`src/rtl/tri_pkg.sv`:
```
package tri_pkg;
  typedef enum logic {DIR_UP = 1'b0, DIR_DOWN = 1'b1} tri_dir_e;
  localparam int TRI_SEL_BIT = 1;
endpackage

```
`src/rtl/tri_trig_ctl.sv`:
```
module tri_trig_ctl #(
  parameter int LAT = 3
) (
  input  logic clk,
  input  logic rst,
  input  logic trig_i,
  input  logic en_i,
  input  logic tri_mode_i,
  output logic commit_o,
  output logic commit_tri_o
);
  logic [LAT-1:0] vld_q;
  logic [LAT-1:0] tri_q;
  logic           busy;
  logic           accept;

  assign busy   = |vld_q;
  assign accept = trig_i && en_i && !busy;

  always_ff @(posedge clk) begin
    if (rst) begin
      vld_q <= '0;
      tri_q <= '0;
    end else begin
      vld_q[0] <= accept;
      tri_q[0] <= accept && tri_mode_i;
      for (int i = 1; i < LAT; i++) begin
        vld_q[i] <= vld_q[i-1];
        tri_q[i] <= tri_q[i-1];
      end
    end
  end

  assign commit_o     = vld_q[LAT-1];
  assign commit_tri_o = tri_q[LAT-1];

  // only one update may be in flight
  assert_single_flight_R7: assert property (@(posedge clk) disable iff (rst)
    $onehot0(vld_q));
  // a disabled trigger starts nothing
  assert_enable_gate_R6: assert property (@(posedge clk) disable iff (rst)
    !en_i |=> !vld_q[0]);
endmodule

```
`src/rtl/tri_step.sv`:
```
module tri_step
  import tri_pkg::*;
#(
  parameter int DW = 12,
  parameter int AW = 4
) (
  input  logic          clk,
  input  logic          rst,
  input  logic          step_i,
  input  logic [AW-1:0] amp_i,
  output logic [DW-1:0] cnt_o
);
  localparam int MAX_SH = DW - 1;

  logic [DW-1:0] cnt_q;
  tri_dir_e      dir_q;
  logic [DW:0]   peak_w;
  logic [DW-1:0] peak;
  int unsigned   sh;

  always_comb begin
    sh = (int'(amp_i) > MAX_SH) ? MAX_SH : int'(amp_i);
    peak_w = ({{DW{1'b0}}, 1'b1} << (sh + 1)) - {{DW{1'b0}}, 1'b1};
    peak = peak_w[DW-1:0];
  end

  always_ff @(posedge clk) begin
    if (rst) begin
      cnt_q <= '0;
      dir_q <= DIR_UP;
    end else if (step_i) begin
      if (dir_q == DIR_UP) begin
        if (cnt_q >= peak) begin
          cnt_q <= cnt_q - 1'b1;
          dir_q <= DIR_DOWN;
        end else begin
          cnt_q <= cnt_q + 1'b1;
        end
      end else begin
        if (cnt_q == '0) begin
          cnt_q <= cnt_q + 1'b1;
          dir_q <= DIR_UP;
        end else begin
          cnt_q <= cnt_q - 1'b1;
        end
      end
    end
  end

  assign cnt_o = cnt_q;

  // each step moves the counter by exactly one
  assert_unit_step_R2: assert property (@(posedge clk) disable iff (rst)
    step_i |=> (cnt_q == $past(cnt_q) + 1'b1) || (cnt_q == $past(cnt_q) - 1'b1));
  // counter holds between updates
  assert_hold_cnt_R5: assert property (@(posedge clk) disable iff (rst)
    !step_i |=> $stable(cnt_q));
endmodule

```
`src/rtl/tri_sum_sat.sv`:
```
module tri_sum_sat #(
  parameter int DW = 12
) (
  input  logic          clk,
  input  logic          rst,
  input  logic          commit_i,
  input  logic          add_i,
  input  logic [DW-1:0] base_i,
  input  logic [DW-1:0] cnt_i,
  output logic [DW-1:0] dout_o
);
  logic [DW:0]   sum_w;
  logic [DW-1:0] sat_w;
  logic [DW-1:0] next_w;

  always_comb begin
    sum_w  = {1'b0, base_i} + {1'b0, cnt_i};
    sat_w  = sum_w[DW] ? {DW{1'b1}} : sum_w[DW-1:0];
    next_w = add_i ? sat_w : base_i;
  end

  always_ff @(posedge clk) begin
    if (rst)           dout_o <= '0;
    else if (commit_i) dout_o <= next_w;
  end

  // a triangle update never lands below the base word
  assert_no_wrap_R3: assert property (@(posedge clk) disable iff (rst)
    (commit_i && add_i) |=> dout_o >= $past(base_i));
  // a plain update copies the base word
  assert_plain_copy_R1: assert property (@(posedge clk) disable iff (rst)
    (commit_i && !add_i) |=> dout_o == $past(base_i));
endmodule

```
`src/rtl/tri_wave_gen.sv`:
```
module tri_wave_gen
  import tri_pkg::*;
#(
  parameter int DW  = 12,
  parameter int AW  = 4,
  parameter int LAT = 3
) (
  input  logic          clk,
  input  logic          rst,
  input  logic          trig_i,
  input  logic          trig_en_i,
  input  logic [1:0]    wave_mode_i,
  input  logic [AW-1:0] amp_i,
  input  logic [DW-1:0] base_i,
  output logic [DW-1:0] dout_o
);
  logic          commit;
  logic          commit_tri;
  logic [DW-1:0] cnt;

  tri_trig_ctl #(.LAT(LAT)) u_ctl (
    .clk          (clk),
    .rst          (rst),
    .trig_i       (trig_i),
    .en_i         (trig_en_i),
    .tri_mode_i   (wave_mode_i[TRI_SEL_BIT]),
    .commit_o     (commit),
    .commit_tri_o (commit_tri)
  );

  tri_step #(.DW(DW), .AW(AW)) u_step (
    .clk    (clk),
    .rst    (rst),
    .step_i (commit_tri),
    .amp_i  (amp_i),
    .cnt_o  (cnt)
  );

  tri_sum_sat #(.DW(DW)) u_sum (
    .clk      (clk),
    .rst      (rst),
    .commit_i (commit),
    .add_i    (commit_tri),
    .base_i   (base_i),
    .cnt_i    (cnt),
    .dout_o   (dout_o)
  );

  // output moves only on a commit edge
  assert_out_hold_R4: assert property (@(posedge clk) disable iff (rst)
    !commit |=> $stable(dout_o));
  // reset clears output and counter
  assert_reset_clear_R8: assert property (@(posedge clk)
    rst |=> (dout_o == '0) && (cnt == '0));
endmodule

```
`config.mk`:
```
export PLATFORM = sky130hd
export DESIGN_NAME = tri_wave_gen
export DESIGN_NICKNAME = d
export VERILOG_FILES = /design/src/rtl/tri_pkg.sv /design/src/rtl/tri_trig_ctl.sv /design/src/rtl/tri_step.sv /design/src/rtl/tri_sum_sat.sv /design/src/rtl/tri_wave_gen.sv
export SDC_FILE = /design/constraint.sdc
export NUM_CORES = 1
export LEC_CHECK = 0
export ABC_CLOCK_PERIOD_IN_PS = 3950
export BUFFER_PORTS_ARGS = -buffer_cell sky130_fd_sc_hd__buf_2
export CORE_AREA = 3 3 71 73
export CTS_CLUSTER_SIZE = 30
export DETAILED_ROUTE_END_ITERATION = 7
export DIE_AREA = 0 0 74 76
export GPL_ROUTABILITY_DRIVEN = 0
export PLACE_DENSITY = 0.89
export RECOVER_POWER = 25
export SLEW_MARGIN = 20
export SYNTH_ARGS = -nofsm -noshare
export SYNTH_HDL_FRONTEND = slang
export SYNTH_SLANG_ARGS = --single-unit
```
`constraint.sdc`:
```
create_clock -name clk -period 3.95 [get_ports clk]
set_input_delay 0.395 -clock clk [delete_from_list [all_inputs] [get_ports clk]]
set_output_delay 0.395 -clock clk [all_outputs]
set_load 0.02 [all_outputs]
```
==> results by group, run 1 <==
Power and ir drop
  – Leakage: ~0.0012 uW
  – Switching Fraction: 0.251
  – PD cells: 254 nW/um^2
  – Combinational power share: 0.117
  – Psw: about 180 uW
  – Int Pwr: 537 uW
  – Clk network pwr share: 0.439
  – Sequential share of power: 0.443
  – VDD IR max: 0.230 mV

Critical path
  – CP endpoint kind: flip-flop
  – R2R cell count: 7
  – Arr. time, crit path: 3.19 ns
  – Crit path kind: reg -> reg
  – Crit start category: flip-flop
  – Critical Path RT: between 4 and 5 ns
  – Crit-path max FO: 9

Synthesis
  – Synth Flop Type: dfxtp_1
  – Async S/R FF share, synth: 0
  – EDFF count, synth: 0
  – Post-synthesis sequential area ratio: 0.246
  – FF+latch count, synth: 31
  – Post-Syn Instances: 319
  – Synth warn: 0
  – Netlist Area Pre-Place: 2530 sq um
  – Synth cell types: 49
  – Syn Area/Cell: 7.92 sq um

Clock tree
  – Max Buffers Root-to-Sink: 2
  – Post-cts repair resize count: 0
  – CTS tree: done
  – CTS clk-pin slew, worst paths: 0.07 ns
  – Clock sink total: 31
  – Number of buffers created by CTS: 5
  – Post-CTS setup buffer count: 0
  – H-tree depth: 2
  – Cts hold-fix bufs: 0
  – Root buffer cell: clkbuf_8
  – Clk_lat worst skew: 0.29 ns

Floorplan
  – Die width: 74 microns
  – Die Ht: 76 microns
  – Ports: 34
  – Core Footprint: 4410 sq um
  – Die ar.: about 5600 sq um
  – Effective utilization at floorplan: 0.573
  – # rows: 24

STA
  – Final setup vio count: 0
  – F_max: 0.325 GHz
  – Setup_tns: 0 ns
  – Worst slew pin tran: roughly 1.6 ns
  – Final-report hold violation count: 0
  – RSZ-0062 raised after global routing: no
  – Clock Skews: 0.00991 ns
  – Final Slew Violations: 38
  – Max-slew headroom: -0.0376
  – Final Cycle Share: 0.780
  – Tmin final: 3.08 ns

Hold path
  – HP Class: in -> reg
  – Hold Path Depth: 2

Detailed routing
  – WL/cell: 14.4 microns
  – Antenna Nets Post-Route: 0
  – Final wirelength: roughly 5.8 mm
  – Drt pass-1 iters: 4
  – Vias: 2459
  – Detailed router's first-iteration violation count: between 100 and 150
  – Number of remaining DRC errors: 0
  – Vias per cell: 6.13

Placement
  – DP HPWL: 4.26 mm
  – Port bufs: 32

Global route
  – Initial antenna violation count: 0
  – Global Route Usage Sum: 0.209
  – Vias in the first global route: 2140
  – Global-route wire length before repair: 9.55 mm
  – Gr ovfl total: 0
  – Largest net degree at the start of global routing: 38

Layout
  – Filler cells: 378
  – Layout cells sized above 1: 0.120
  – Core Util, Final: 0.639
  – # diodes: 0
  – Area delta synth->final: 11.6%
  – Final #Nets: 399

Flow run
  – Max-cap violation count: 1

Outcome
  – Status: complete, but fails checks
  – Failing checks: capacitance limit, slew limit
-- metal layers --
layer,routed length (microns),global-route usage,share of wire,vias to the layer above
li1,-,-,-,1208
met1,2530,0.282,0.44,1159
met2,2760,0.327,0.48,82
met3,366,0.0422,0.064,10
met4,110,0.0707,0.019,0
met5,0,0,0,-
-- metrics by stage --
step	hold WS (ns)	std cells	worst slack [ns]	cell area, sq um	total power, uW
after floorplan	0.414	320	0.745	2530	383
after global placement	0.423	393	0.663	2720	404
after detailed placement	0.431	393	0.603	2720	408
after CTS	0.303	401	0.907	2830	722
after global routing	0.316	401	0.600	2820	746
final	0.307	401	0.869	2820	717
-- cells in the mapped netlist, types with 3 or more instances --
master / number / share of area
a211oi_1: 6 / 0.018
a21o_1: 4 / 0.012
a21oi_1: 22 / 0.044
buf_1: 3 / 0.0045
clkbuf_1: 9 / 0.013
dfxtp_1: 31 / 0.25
ha_1: 28 / 0.14
inv_1: 13 / 0.019
mux2_1: 9 / 0.040
mux2i_1: 12 / 0.048
nand2_1: 23 / 0.034
nand2b_1: 8 / 0.020
nand3_1: 7 / 0.014
nand4_1: 3 / 0.0074
nor2_1: 46 / 0.068
nor2b_1: 15 / 0.037
nor3_1: 10 / 0.020
o211ai_1: 3 / 0.0089
o21a_1: 3 / 0.0089
o21ai_0: 13 / 0.026
o221ai_1: 8 / 0.028
o31ai_1: 3 / 0.0089
xnor2_1: 8 / 0.028
-- logic make-up after synthesis --
group                      Yosys count  share of synthesized area
AOI/OAI and AO/OA                   77                      0.206
and+or+nand+nor                    125                      0.239
muxes                               22                     0.0921
DFF                                 31                      0.246
xor gates and xnor gates             8                     0.0277
other                                1                    0.00148
buffers and inverters               26                     0.0416
adders and majority gates           29                      0.147
-- state kept, by name, indices dropped and copies added, names as in the netlist --
register / count
u_step.cnt_o: 12
u_ctl.tri_q: 3
u_sum.dout_o: 12
u_ctl.vld_q: 3
u_step.dir_q: 1
-- critical path, stage by stage, from the launching register on --
cell	delay, ns
dfxtp_1	0.43
ha_1	0.34
a21oi_1	0.26
nor2_1	0.07
a2111oi_0	0.81
o21ai_1	0.53
o221ai_1	0.35
a21oi_1	0.11
-- power by group through the flow --
stage	sequential [uW]	clock, uW	combinational, uW
after floorplan	326	0	57.2
after global placement	325	0	79.4
after detailed placement	325	0	82.6
after CTS	318	321	83.6
after global routing	318	333	94.9
final	318	315	84.2
-- final timing paths --
check                                    start                      endpoint  slack, ns
hold / removal                  wave_mode_i[1]     u_ctl.tri_q[0]$_SDFF_PP0_       0.31
setup / recovery  u_step.cnt_o[9]$_SDFFE_PP0P_  u_sum.dout_o[1]$_SDFFE_PP0P_       0.87
hold reg to reg   u_sum.dout_o[2]$_SDFFE_PP0P_  u_sum.dout_o[2]$_SDFFE_PP0P_       0.45
setup reg to reg  u_step.cnt_o[9]$_SDFFE_PP0P_  u_sum.dout_o[1]$_SDFFE_PP0P_       0.87
-- area by class of cell --
cell class              count  area [sq um]  share of cell area
multi-input cells         263          1810               0.640
inverters                  13          48.8              0.0173
clock inverters             3          43.8              0.0155
well taps                  52          65.1              0.0231
repair buffers             34           168              0.0595
flip-flops and latches     31           621               0.220
clock buffers               5          68.8              0.0244
-- cells in the final DEF (no fill, tap or decap), types with 3 or more instances in the layout --
cell type | synthesis | final
inv_1 | 13 | 13
a21o_1 | 4 | 4
ha_1 | 28 | 28
nand2_1 | 23 | 23
nand2b_1 | 8 | 8
buf_2 | 0 | 26
mux2i_1 | 12 | 12
nor2_1 | 46 | 46
xnor2_1 | 8 | 8
o31ai_1 | 3 | 3
a21oi_1 | 22 | 22
mux2_1 | 9 | 9
nor2b_1 | 15 | 15
nand4_1 | 3 | 3
o211ai_1 | 3 | 3
nand3_1 | 7 | 7
o21ai_0 | 13 | 13
clkbuf_8 | 0 | 5
nor3_1 | 10 | 10
dfxtp_1 | 31 | 31
a211oi_1 | 6 | 6
clkbuf_1 | 9 | 6
o21a_1 | 3 | 3
o221ai_1 | 8 | 8
Note: power is estimated with default switching activity, not from simulation.
==> run 2: changes to the inputs <==
- ABC_CLOCK_PERIOD_IN_PS: 3950 -> 2490
- CORE_AREA: 3 3 71 73 -> 3 3 74 76
- DIE_AREA: 0 0 74 76 -> 0 0 77 79
- PLACE_DENSITY: 0.89 -> 0.87
- clock period: 3.95 -> 2.49 ns (I/O delays scaled with it)
==> results by group, run 2 (synthesis results as in run 1) <==
Power and ir drop
  – Leakage: 0.00138 uW (was 0.00120 uW)
  – Clk network pwr share: 0.373 (was 0.439)
  – VDD IR max: 0.410 mV (was 0.230 mV)
  – PD cells: 334 nW/um^2 (was 254 nW/um^2)
  – Sequential share of power: 0.467 (was 0.443)
  – Switching Fraction: 0.266 (was 0.251)
  – Combinational power share: 0.159 (was 0.117)
  – Int Pwr: 791 uW (was 537 uW)
  – Psw: 287 uW (was 180 uW)

Clock tree
  – Root buffer cell: clkbuf_8 (unchanged)
  – Number of buffers created by CTS: 5 (unchanged)
  – Clk_lat worst skew: 0.28 ns (was 0.29 ns)
  – H-tree depth: 2 (unchanged)
  – CTS tree: done (unchanged)
  – Clock sink total: 31 (unchanged)
  – CTS clk-pin slew, worst paths: 0.06 ns (was 0.07 ns)
  – Max Buffers Root-to-Sink: 2 (unchanged)

Critical path
  – Crit-path max FO: 7 (was 9)
  – Critical Path RT: 2.66 ns (was 4.05 ns)
  – Crit path kind: in -> reg (was reg -> reg)
  – Slowest CP cell: mux2_1 (was a2111oi_0)
  – Crit-path cells: buf_2, nor2_4, nand2_2, ha_4, nor2_4, a21oi_2, o31a_1, ha_1, nand2_2, o21ai_4, o32ai_4, a21oi_4, buf_12, mux2i_1, mux2_1 (was ha_1, a21oi_1, nor2_1, a2111oi_0, o21ai_1, o221ai_1, a21oi_1)
  – Arr. time, crit path: 2.74 ns (was 3.19 ns)
  – Crit start category: primary input (was flip-flop)
  – CP peak stage delay: 0.34 ns (was 0.81 ns)
  – CP endpoint kind: flip-flop (unchanged)
  – Buf/Inv on CP: 2 (was 0)
  – Crit path max-delay family: compound AO/OA/AOI/OAI gates (unchanged)

Layout
  – Most common cell after layout, fill and taps aside: nor2_1 (unchanged)
  – Area delta synth->final: 27.6% (was 11.6%)
  – Layout cells sized above 1: 0.261 (was 0.120)
  – Post-layout instance area: 3220 sq um (was 2820 sq um)
  – Filler cells: 341 (was 378)
  – Most frequent cells in the layout: nor2_1 (41), dfxtp_1 (30), buf_2 (29) (was nor2_1 (46), dfxtp_1 (31), ha_1 (28))
  – Final #Nets: 423 (was 399)
  – Core Util, Final: 0.674 (was 0.639)
  – # diodes: 0 (unchanged)

Global route
  – Global-route wire length before repair: 11.3 mm (was 9.55 mm)
  – Global Route Usage Sum: 0.228 (was 0.209)
  – Vias in the first global route: 2581 (was 2140)
  – Gr ovfl total: 0 (unchanged)
  – Initial antenna violation count: 0 (unchanged)
  – Largest net degree at the start of global routing: 26 (was 38)

Outcome
  – Status: complete, but fails checks (unchanged)
  – Failing checks: setup timing (was capacitance limit, slew limit)

Placement
  – Pre-CTS WS: -0.722 ns (was 0.603 ns)
  – Area after DPL: 2910 sq um (was 2720 sq um)
  – DP HPWL: 4.87 mm (was 4.26 mm)
  – Port bufs: 32 (unchanged)

Detailed routing
  – Number of remaining DRC errors: 0 (unchanged)
  – Detailed router's first-iteration violation count: 102 (was 147)
  – Vias: 2622 (was 2459)
  – Final wirelength: 7.22 mm (was 5.76 mm)
  – WL/cell: 16.5 microns (was 14.4 microns)
  – Vias per cell: 5.97 (was 6.13)
  – Drt pass-1 iters: 4 (unchanged)
  – Antenna Nets Post-Route: 0 (unchanged)

STA
  – Worst slew pin tran: 0.510 ns (was 1.56 ns)
  – Max-slew headroom: 0.660 (was -0.0376)
  – Post-route setup slack: -0.0776 ns (was 0.869 ns)
  – Setup_tns: -0.462 ns (was 0 ns)
  – Final setup vio count: 10 (was 0)
  – Final Cycle Share: 1.03
  – RSZ-0062 raised after global routing: yes (was no)
  – Tmin final: 2.57 ns
  – Final-report hold violation count: 0 (unchanged)
  – Clock Skews: 0.00604 ns (was 0.00991 ns)
  – F_max: 0.389 GHz
  – WHS: 0.169 ns (was 0.307 ns)
  – Final Slew Violations: 0 (was 38)

Floorplan
  – Ports: 34 (unchanged)
  – Die Ht: 79 microns (was 76 microns)
  – Die width: 77 microns (was 74 microns)
  – Die ar.: 6080 sq um (was 5620 sq um)
  – # rows: 25 (was 24)
  – Effective utilization at floorplan: 0.528 (was 0.573)
  – Core Footprint: 4790 sq um (was 4410 sq um)

Hold path
  – HP Class: in -> reg (unchanged)

Flow run
  – Max-cap violation count: 0 (was 1)
[run 2: cell count changes in the layout (fill, tap and decap cells not counted), sizes merged]
cell / change
clkinv: -1
buf: +30
clkbuf: -5
bufinv: -1
[run 2: what timing repair did]
item | CTS | global route
resized for setup | 10 | 34
pin swaps | 4 | 3
setup buffers | 2 | 2
hold buffers | 0 | 0
endpoints found under the setup margin | 13 | 20
hold endpoints to repair | 0 | 0
[run 2: per-stage QoR]
stage	std cells	total power (uW)
finish	439	1080
global route	439	1120
global placement	428	658
CTS	437	1070
floorplan	320	619
detailed placement	428	663
[run 2: final cells by class]
class | instances | area, sq um | share of cell area
clock inverter | 1 | 5.00 | 0.00155
clock buffer | 6 | 82.6 | 0.0256
timing repair buffer | 58 | 394 | 0.122
multi-input combinational | 263 | 1990 | 0.617
tap | 67 | 83.8 | 0.0260
inverter | 13 | 48.8 | 0.0151
sequential | 31 | 622 | 0.193
[run 2: power by group through the flow]
stage          logic, uW  clock network [uW]  registers (uW)
2_1_floorplan        102                   0             517
3_3_place_gp         143                   0             515
3_5_place_dp         148                   0             515
4_1_cts              154                 410             504
5_1_grt              188                 432             504
6_report             172                 402             504
[run 2: final timing paths]
path                           startpoint                      endpoint  slack [ns]  cells after the start
max                              amp_i[0]  u_step.cnt_o[4]$_SDFFE_PP0P_       -0.08                     15
min                        wave_mode_i[1]     u_ctl.tri_q[0]$_SDFF_PP0_        0.17                      2
max reg2reg  u_step.cnt_o[0]$_SDFFE_PP0P_  u_sum.dout_o[5]$_SDFFE_PP0P_        0.04                     11
min reg2reg     u_ctl.tri_q[1]$_SDFF_PP0_     u_ctl.tri_q[2]$_SDFF_PP0_        0.43                      1
[run 2: layer usage]
layer	wire, microns	share of wire	vias up	track usage
li1	-	-	1254	-
met1	2880	0.40	1216	0.251
met2	3650	0.50	119	0.423
met3	403	0.056	33	0.0306
met4	293	0.041	0	0.121
met5	0	0	-	0
